## config.mk

```make
export PLATFORM = sky130hd
export DESIGN_NAME = flash_cmd_seq
export DESIGN_NICKNAME = d
export VERILOG_FILES = /design/src/rtl/flash_seq_pkg.sv /design/src/rtl/fcs_unlock_match.sv /design/src/rtl/fcs_block_map.sv /design/src/rtl/fcs_erase_timer.sv /design/src/rtl/flash_cmd_seq.sv
export SDC_FILE = /design/constraint.sdc
export NUM_CORES = 1
export LEC_CHECK = 0
export ABC_CLOCK_PERIOD_IN_PS = 3780
export CAP_MARGIN = 20
export CORE_MARGIN = 1.5
export CORE_UTILIZATION = 40
export CTS_CLUSTER_DIAMETER = 150
export DETAILED_ROUTE_END_ITERATION = 8
export PLACE_DENSITY = 0.8
export SYNTH_ARGS = -nofsm -noshare
export SYNTH_HDL_FRONTEND = slang
export SYNTH_SLANG_ARGS = --single-unit
```

## constraint.sdc

```tcl
create_clock -name clk -period 3.78 [get_ports clk]
set_input_delay 0.756 -clock clk [delete_from_list [all_inputs] [get_ports clk]]
set_output_delay 0.756 -clock clk [all_outputs]
set_load 0.005 [all_outputs]
```

## src/rtl/flash_seq_pkg.sv

```systemverilog
// Shared definitions for the flash command sequencer.
// Assumes a 19-bit word address space with a top-located boot region.
package flash_seq_pkg;

    localparam int NUM_BLOCKS = 19;
    localparam int WADDR_W    = 19;

    typedef enum logic [2:0] {
        S_IDLE, S_UNL1, S_UNL2, S_PROG, S_ERS3, S_ERS4, S_ERS5, S_ETMR
    } seq_state_t;

    typedef enum logic [1:0] {
        RM_ARRAY  = 2'b00,
        RM_SIG    = 2'b01,
        RM_STATUS = 2'b10
    } rd_mode_t;

    localparam logic [7:0] CD_KEY_A   = 8'hAA;
    localparam logic [7:0] CD_KEY_B   = 8'h55;
    localparam logic [7:0] CD_ASEL    = 8'h90;
    localparam logic [7:0] CD_PROG    = 8'hA0;
    localparam logic [7:0] CD_ERSETUP = 8'h80;
    localparam logic [7:0] CD_BLKCONF = 8'h30;
    localparam logic [7:0] CD_CHIP    = 8'h10;
    localparam logic [7:0] CD_RESET   = 8'hF0;
    localparam logic [7:0] CD_SUSP    = 8'hB0;
    localparam logic [7:0] CD_RESUME  = 8'h30;

    // Lowest word address of block idx; idx == NUM_BLOCKS gives the end of the space.
    function automatic logic [19:0] blk_base(input int idx);
        if (idx < 15) return 20'(idx * 32768);
        case (idx)
            15:      return 20'h78000;
            16:      return 20'h7C000;
            17:      return 20'h7D000;
            18:      return 20'h7E000;
            default: return 20'h80000;
        endcase
    endfunction

endpackage

```

## src/rtl/fcs_unlock_match.sv

```systemverilog
// Compares a write address against the two unlock addresses.
// Assumes only address port bits 11:0 are significant for unlock/setup writes.
module fcs_unlock_match (
    input  logic [11:0] addr_lo,
    input  logic        word_mode,
    output logic        hit_first,
    output logic        hit_second
);
    // Pick the expected pair for the current width mode.
    always_comb begin
        if (word_mode) begin
            hit_first  = (addr_lo == 12'h555);
            hit_second = (addr_lo == 12'h2AA);
        end else begin
            hit_first  = (addr_lo == 12'hAAA);
            hit_second = (addr_lo == 12'h555);
        end
    end
endmodule

```

## src/rtl/fcs_block_map.sv

```systemverilog
// Decodes a bus address into a one-hot block select.
// Assumes byte mode carries the half-word select on bit 0 of the port.
module fcs_block_map
    import flash_seq_pkg::*;
#(
    parameter int ADDR_W = 20
) (
    input  logic [ADDR_W-1:0]     addr,
    input  logic                  word_mode,
    output logic [NUM_BLOCKS-1:0] blk_sel
);
    logic [19:0] waddr;

    // Normalise to a word address, zero-extended by one bit.
    always_comb waddr = word_mode ? {1'b0, addr[WADDR_W-1:0]} : {1'b0, addr[WADDR_W:1]};

    for (genvar i = 0; i < NUM_BLOCKS; i++) begin : g_blk
        localparam logic [19:0] LO = blk_base(i);
        localparam logic [19:0] HI = blk_base(i + 1);
        assign blk_sel[i] = (waddr >= LO) && (waddr < HI);
    end
endmodule

```

## src/rtl/fcs_erase_timer.sv

```systemverilog
// Restartable quiet-period counter for block collection.
// Assumes TMO_CYC >= 2; expire is high for one cycle when the count runs out.
module fcs_erase_timer #(
    parameter int TMO_CYC = 2048
) (
    input  logic clk,
    input  logic rst_n,
    input  logic restart,
    input  logic cancel,
    output logic running,
    output logic expire
);
    localparam int CNT_W = $clog2(TMO_CYC + 1);
    localparam logic [CNT_W-1:0] LOAD = CNT_W'(TMO_CYC - 1);

    logic [CNT_W-1:0] cnt;

    // Count down from LOAD after each restart; stop on cancel or at zero.
    always_ff @(posedge clk) begin
        if (!rst_n) begin
            running <= 1'b0;
            cnt     <= '0;
        end else if (cancel) begin
            running <= 1'b0;
        end else if (restart) begin
            running <= 1'b1;
            cnt     <= LOAD;
        end else if (running) begin
            if (cnt == '0) running <= 1'b0;
            else           cnt     <= cnt - 1'b1;
        end
    end

    assign expire = running && (cnt == '0) && !restart && !cancel;

    AST_TMR_RESTART_HOLDS: assert property (@(posedge clk) disable iff (!rst_n)
        (restart && !cancel) |=> (running && !expire));
endmodule

```

## src/rtl/flash_cmd_seq.sv

```systemverilog
// Command-write sequencer for a parallel NOR flash.
// Decodes unlock/command writes into one-cycle engine requests, collects
// the block erase list and reports the read source. Assumes the engine
// raises eng_erase_busy only while an erase is actually running.
module flash_cmd_seq
    import flash_seq_pkg::*;
#(
    parameter int ADDR_W  = 20,
    parameter int TMO_CYC = 2048
) (
    input  logic                  clk,
    input  logic                  rst_n,
    input  logic                  word_mode,
    input  logic                  wr_en,
    input  logic [ADDR_W-1:0]     wr_addr,
    input  logic [7:0]            wr_data,
    input  logic                  eng_prog_busy,
    input  logic                  eng_erase_busy,
    output logic                  req_read_reset,
    output logic                  req_autosel,
    output logic                  req_program,
    output logic                  req_block_erase,
    output logic                  req_chip_erase,
    output logic                  req_suspend,
    output logic                  req_resume,
    output logic [ADDR_W-1:0]     prog_addr,
    output logic [7:0]            prog_data,
    output logic [NUM_BLOCKS-1:0] erase_mask,
    output logic [1:0]            read_mode
);
    seq_state_t state, nxt;
    logic asel, susp;
    logic hit1, hit2;
    logic [NUM_BLOCKS-1:0] blk_sel;
    logic tmr_run, tmr_exp, tmr_restart, tmr_cancel;
    logic eng_busy;
    logic d_rreset, d_asel, d_prog, d_berase, d_cerase, d_susp, d_resume;
    logic asel_set, asel_clr, add_blk;

    fcs_unlock_match u_unlock (
        .addr_lo   (wr_addr[11:0]),
        .word_mode (word_mode),
        .hit_first (hit1),
        .hit_second(hit2)
    );

    fcs_block_map #(.ADDR_W(ADDR_W)) u_bmap (
        .addr     (wr_addr),
        .word_mode(word_mode),
        .blk_sel  (blk_sel)
    );

    fcs_erase_timer #(.TMO_CYC(TMO_CYC)) u_tmr (
        .clk    (clk),
        .rst_n  (rst_n),
        .restart(tmr_restart),
        .cancel (tmr_cancel),
        .running(tmr_run),
        .expire (tmr_exp)
    );

    assign eng_busy = eng_prog_busy | eng_erase_busy;

    // Next-state and request decode for one bus write.
    always_comb begin
        nxt = state;
        {d_rreset, d_asel, d_prog, d_berase, d_cerase, d_susp, d_resume} = '0;
        asel_set = 1'b0; asel_clr = 1'b0; add_blk = 1'b0;
        tmr_restart = 1'b0; tmr_cancel = 1'b0;
        if (wr_en && eng_busy) begin
            d_susp = eng_erase_busy && (wr_data == CD_SUSP);
        end else if (wr_en) begin
            // Default outcome of any unexpected write is an abort.
            nxt = S_IDLE; asel_clr = 1'b1; tmr_cancel = 1'b1;
            unique case (state)
                S_IDLE: begin
                    if (wr_data == CD_KEY_A && hit1) begin
                        nxt = S_UNL1; asel_clr = 1'b0;
                    end else if (wr_data == CD_RESET) begin
                        d_rreset = !susp;
                    end else if (wr_data == CD_RESUME && susp) begin
                        d_resume = 1'b1;
                    end
                end
                S_UNL1: if (wr_data == CD_KEY_B && hit2) begin
                    nxt = S_UNL2; asel_clr = 1'b0;
                end
                S_UNL2: begin
                    if (wr_data == CD_RESET) begin
                        d_rreset = !susp;
                    end else if (hit1 && wr_data == CD_ASEL) begin
                        d_asel = 1'b1; asel_set = 1'b1;
                    end else if (hit1 && wr_data == CD_PROG) begin
                        nxt = S_PROG;
                    end else if (hit1 && wr_data == CD_ERSETUP && !susp) begin
                        nxt = S_ERS3;
                    end
                end
                S_PROG: d_prog = 1'b1;
                S_ERS3: if (wr_data == CD_KEY_A && hit1) nxt = S_ERS4;
                S_ERS4: if (wr_data == CD_KEY_B && hit2) nxt = S_ERS5;
                S_ERS5: begin
                    if (wr_data == CD_BLKCONF) begin
                        nxt = S_ETMR; add_blk = 1'b1;
                        tmr_restart = 1'b1; tmr_cancel = 1'b0;
                    end else if (wr_data == CD_CHIP && hit1) begin
                        d_cerase = 1'b1;
                    end
                end
                S_ETMR: if (wr_data == CD_BLKCONF) begin
                    nxt = S_ETMR; add_blk = 1'b1;
                    tmr_restart = 1'b1; tmr_cancel = 1'b0;
                end
                default: ;
            endcase
        end else if (tmr_exp) begin
            nxt = S_IDLE; d_berase = 1'b1;
        end
    end

    // Sequencer state, mode flags and registered request pulses.
    always_ff @(posedge clk) begin
        if (!rst_n) begin
            state <= S_IDLE;
            asel  <= 1'b0;
            susp  <= 1'b0;
            {req_read_reset, req_autosel, req_program, req_block_erase,
             req_chip_erase, req_suspend, req_resume} <= '0;
        end else begin
            state <= nxt;
            if (asel_set)      asel <= 1'b1;
            else if (asel_clr || d_rreset) asel <= 1'b0;
            if (d_susp)        susp <= 1'b1;
            else if (d_resume) susp <= 1'b0;
            {req_read_reset, req_autosel, req_program, req_block_erase,
             req_chip_erase, req_suspend, req_resume}
                <= {d_rreset, d_asel, d_prog, d_berase, d_cerase, d_susp, d_resume};
        end
    end

    // Program target capture and block list accumulation.
    always_ff @(posedge clk) begin
        if (!rst_n) begin
            prog_addr  <= '0;
            prog_data  <= '0;
            erase_mask <= '0;
        end else begin
            if (d_prog) begin
                prog_addr <= wr_addr;
                prog_data <= wr_data;
            end
            if (state == S_IDLE) erase_mask <= '0;
            else if (add_blk)    erase_mask <= erase_mask | blk_sel;
        end
    end

    // Read source selection for the output multiplexer.
    always_comb begin
        if (eng_busy || state == S_ETMR) read_mode = RM_STATUS;
        else if (asel)                   read_mode = RM_SIG;
        else                             read_mode = RM_ARRAY;
    end

    AST_ONE_REQ: assert property (@(posedge clk) disable iff (!rst_n)
        $onehot0({req_read_reset, req_autosel, req_program, req_block_erase,
                  req_chip_erase, req_suspend, req_resume}));
    AST_BERASE_HAS_MASK: assert property (@(posedge clk) disable iff (!rst_n)
        req_block_erase |-> (erase_mask != '0));
    AST_MASK_ONLY_GROWS: assert property (@(posedge clk) disable iff (!rst_n)
        (state == S_ETMR && $past(state) == S_ETMR)
            |-> ((erase_mask & $past(erase_mask)) == $past(erase_mask)));
    AST_BUSY_BLOCKS_CMDS: assert property (@(posedge clk) disable iff (!rst_n)
        eng_busy |=> !(req_read_reset || req_autosel || req_program ||
                       req_chip_erase || req_resume));
    AST_SUSP_NEEDS_ERASE: assert property (@(posedge clk) disable iff (!rst_n)
        req_suspend |-> $past(eng_erase_busy));
    AST_PROG_ONE_CYCLE: assert property (@(posedge clk) disable iff (!rst_n)
        req_program |=> !req_program);
    AST_SUSP_NO_RRESET: assert property (@(posedge clk) disable iff (!rst_n)
        susp |=> !req_read_reset);
endmodule

```

==> out/qor.csv <==
metric;value;unit
outcome;complete, no violations;
Hold-fix buffers, CTS;0;
Area Growth Syn to Fin;38.3;%
final worst path period need;2.96;ns
Worst Path Required;3.02;ns
fmax;0.337;GHz
post-synth cell types;49;
Final Skew;0.00703;ns
CP Launch Type;input port;
share of layout cells above drive strength 1;6.68;%
syn avg cell area;8.12;um2
nets;509;
DR top layer;met4;
Mapped Cells;386;
WHS;0.457;ns
vias;3154;
total global-route track usage;20.6;%
crit-path max FO;3;
kind of critical path;in2out;
CTS tree;yes;
post-CTS sizing;0;
CTS H-tree depth;3;
Die X;91.5;um
per-cell routed wire length;14.7;um
Syn Std Cell Area;3130;um2
FF/Latch Area;1440;um2
DR vias/cell;5.43;
pre-CTS setup slack;0.818;ns
Clk pin slew, worst setup/hold paths;0.07;ns
Starting Density;41.0;%
I/O Buffers;89;
top post-synthesis cells by area;dfxtp_1, nand2_1, a21oi_1;
reg2reg end;erase_mask[18]$_SDFFE_PP0P_;
worst skew pair latency;0.35;ns
crit path DAT;2.21;ns
post-route setup TNS;0;ns
EDFF count, synth;0;
ANT nets after route;0;
fill count;704;
element type at the critical path end;output port;
Final setup viols;0;
asr flop ratio synth;0;%
Slew @ Worst Pin;0.743;ns
RSZ-0062 raised after global routing;no;
cts bufs inserted;9;
reg2reg start;state[2]$_SDFFE_PN0P_;
clock tree root buffer cell;clkbuf_8;
hold path cells;2;
Synth top area share;46.0;%
net count after synthesis;421;
drt drc;0;
final WL;8520;um
final worst path period share;78.4;%
first-pass GRT wire length;13800;um
die height;91.5;um
core area;7650;um2
sequential area share after synthesis;46.0;%
Top-Level Pins;90;
Clock Tree Buf Depth;2;
commonest cells after routing, fill and taps aside;clkdlybuf4s50_1, nand2_1, dfxtp_1;
Critical Path Sink;read_mode[0];
Slew headroom;50.5;%
maximum vdd drop;0.308;mV
CTS sink count;72;
Antenna Cells;0;
setup bufs post-CTS;0;
Post-synth top flop;dfxtp_1;
HP Class;reg2reg;
area leader, netlist;dfxtp_1;
commonest non-fill, non-tap cell in the layout;clkdlybuf4s50_1;
gpl congestion;0.888;
max cap viols;0;
power density over the cells;342;nW/um2
yosys warns;0;
CP Launch Point;eng_prog_busy;
Multi-input gate area;1580;um2
R2R cell count;6;
die area;8370;um2
Yosys reg bits;72;
antenna violations before repair;0;
Rows;32;
vias in the first global route;3011;
DR iter-0 viols;198;
DR WL met3;720;um
total grt overflow;0;
setup ws final;0.817;ns
largest net degree at the start of global routing;33;
met2 WL;4010;um
drt pass-1 iters;5;
Slew Viols, Final;0;
final hold viol count;0;
wire length on met1;3720;um
hpwl dp;6010;um
static leakage power;1.42;nW
flop2flop setup slack;1.65;ns
## final cells by class
| class | instances | area share [%] |
|---|---|---|
| multi-input cells | 287 | 36.5 |
| flip-flops and latches | 72 | 33.3 |
| repair buffers | 96 | 21.8 |
| clock buffers | 11 | 3.50 |
| well taps | 102 | 2.95 |
| clock inverters | 5 | 1.27 |
| inverters | 8 | 0.693 |
## power by group
group	leakage (nW)	switching, mW	internal (mW)	total (mW)
Clock	0.101	0.286	0.338	0.624
Combinational	0.742	0.0513	0.0478	0.0991
Sequential	0.580	0.0000159	0.758	0.758
## synth_stat cells (2+ instances only)
| cell | count |
|---|---|
| and2_1 | 2 |
| nor3_1 | 14 |
| nor4b_1 | 3 |
| inv_1 | 7 |
| a311oi_1 | 2 |
| xor2_1 | 3 |
| nand3b_1 | 4 |
| nor4_1 | 4 |
| dfxtp_1 | 72 |
| nand2_1 | 80 |
| and4b_1 | 3 |
| a21oi_1 | 57 |
| o21ai_0 | 2 |
| clkbuf_1 | 14 |
| xnor2_1 | 5 |
| and4_1 | 3 |
| nor2_1 | 36 |
| a31oi_1 | 4 |
| mux2_2 | 2 |
| a211oi_1 | 5 |
| nand3_1 | 8 |
| o31ai_1 | 5 |
| nand4b_1 | 2 |
| buf_2 | 3 |
| nand4_1 | 9 |
| nand2b_1 | 4 |
| nor4bb_1 | 6 |
| nor2b_1 | 6 |
## worst min path at each step
| stage | from | end | slack (ns) |
|---|---|---|---|
| final | prog_addr[19]$_SDFFE_PN0P_ | prog_addr[19]$_SDFFE_PN0P_ | 0.46 |
| after global placement | prog_data[2]$_SDFFE_PN0P_ | prog_data[2]$_SDFFE_PN0P_ | 0.44 |
| after global routing | prog_data[7]$_SDFFE_PN0P_ | prog_data[7]$_SDFFE_PN0P_ | 0.48 |
| after floorplan | susp$_SDFFE_PN0P_ | req_resume$_SDFF_PN0_ | 0.44 |
| after CTS | prog_addr[19]$_SDFFE_PN0P_ | prog_addr[19]$_SDFFE_PN0P_ | 0.46 |
| after detailed placement | prog_addr[17]$_SDFFE_PN0P_ | prog_addr[17]$_SDFFE_PN0P_ | 0.45 |
## per-stage QoR
| stage | cells | cell area (um2) | power [mW] | utilization (%) |
|---|---|---|---|---|
| after floorplan | 386 | 3130 | 0.812 | - |
| after global routing | 581 | 4330 | 1.53 | 56.6 |
| final | 581 | 4330 | 1.48 | 56.6 |
| after detailed placement | 565 | 4130 | 0.872 | 53.9 |
| after global placement | 565 | 4130 | 0.871 | 53.9 |
| after CTS | 581 | 4330 | 1.49 | 56.6 |
## critical path: stages
cell	delay (ns)
clkdlybuf4s50_1	0.50
a311o_1	0.37
nor2_1	0.09
clkdlybuf4s50_1	0.50
## kinds of logic after synthesis
family	after synthesis	synth area share (%)
xor+xnor	8	2.24
fa+ha+maj	1	0.399
compound gates	82	15.3
simple gates	193	31.6
flops	72	46.0
buf+inv	27	3.47
mux	3	1.04
## layer usage
| metal | GRT usage (%) | vias up |
|---|---|---|
| met2 | 34.2 | 128 |
| met5 | 0 | - |
| met4 | 6.25 | 0 |
| met3 | 8.29 | 8 |
| met1 | 24.3 | 1482 |
| li1 | - | 1536 |
## registers in the layout, summed over array words and instances (netlist names)
register	flops
susp	1
req_program	1
erase_mask	19
req_chip_erase	1
asel	1
u_tmr.cnt	12
req_read_reset	1
state	3
req_suspend	1
u_tmr.running	1
prog_data	8
req_resume	1
req_block_erase	1
prog_addr	20
req_autosel	1
Note: power is estimated with default switching activity, not from simulation.
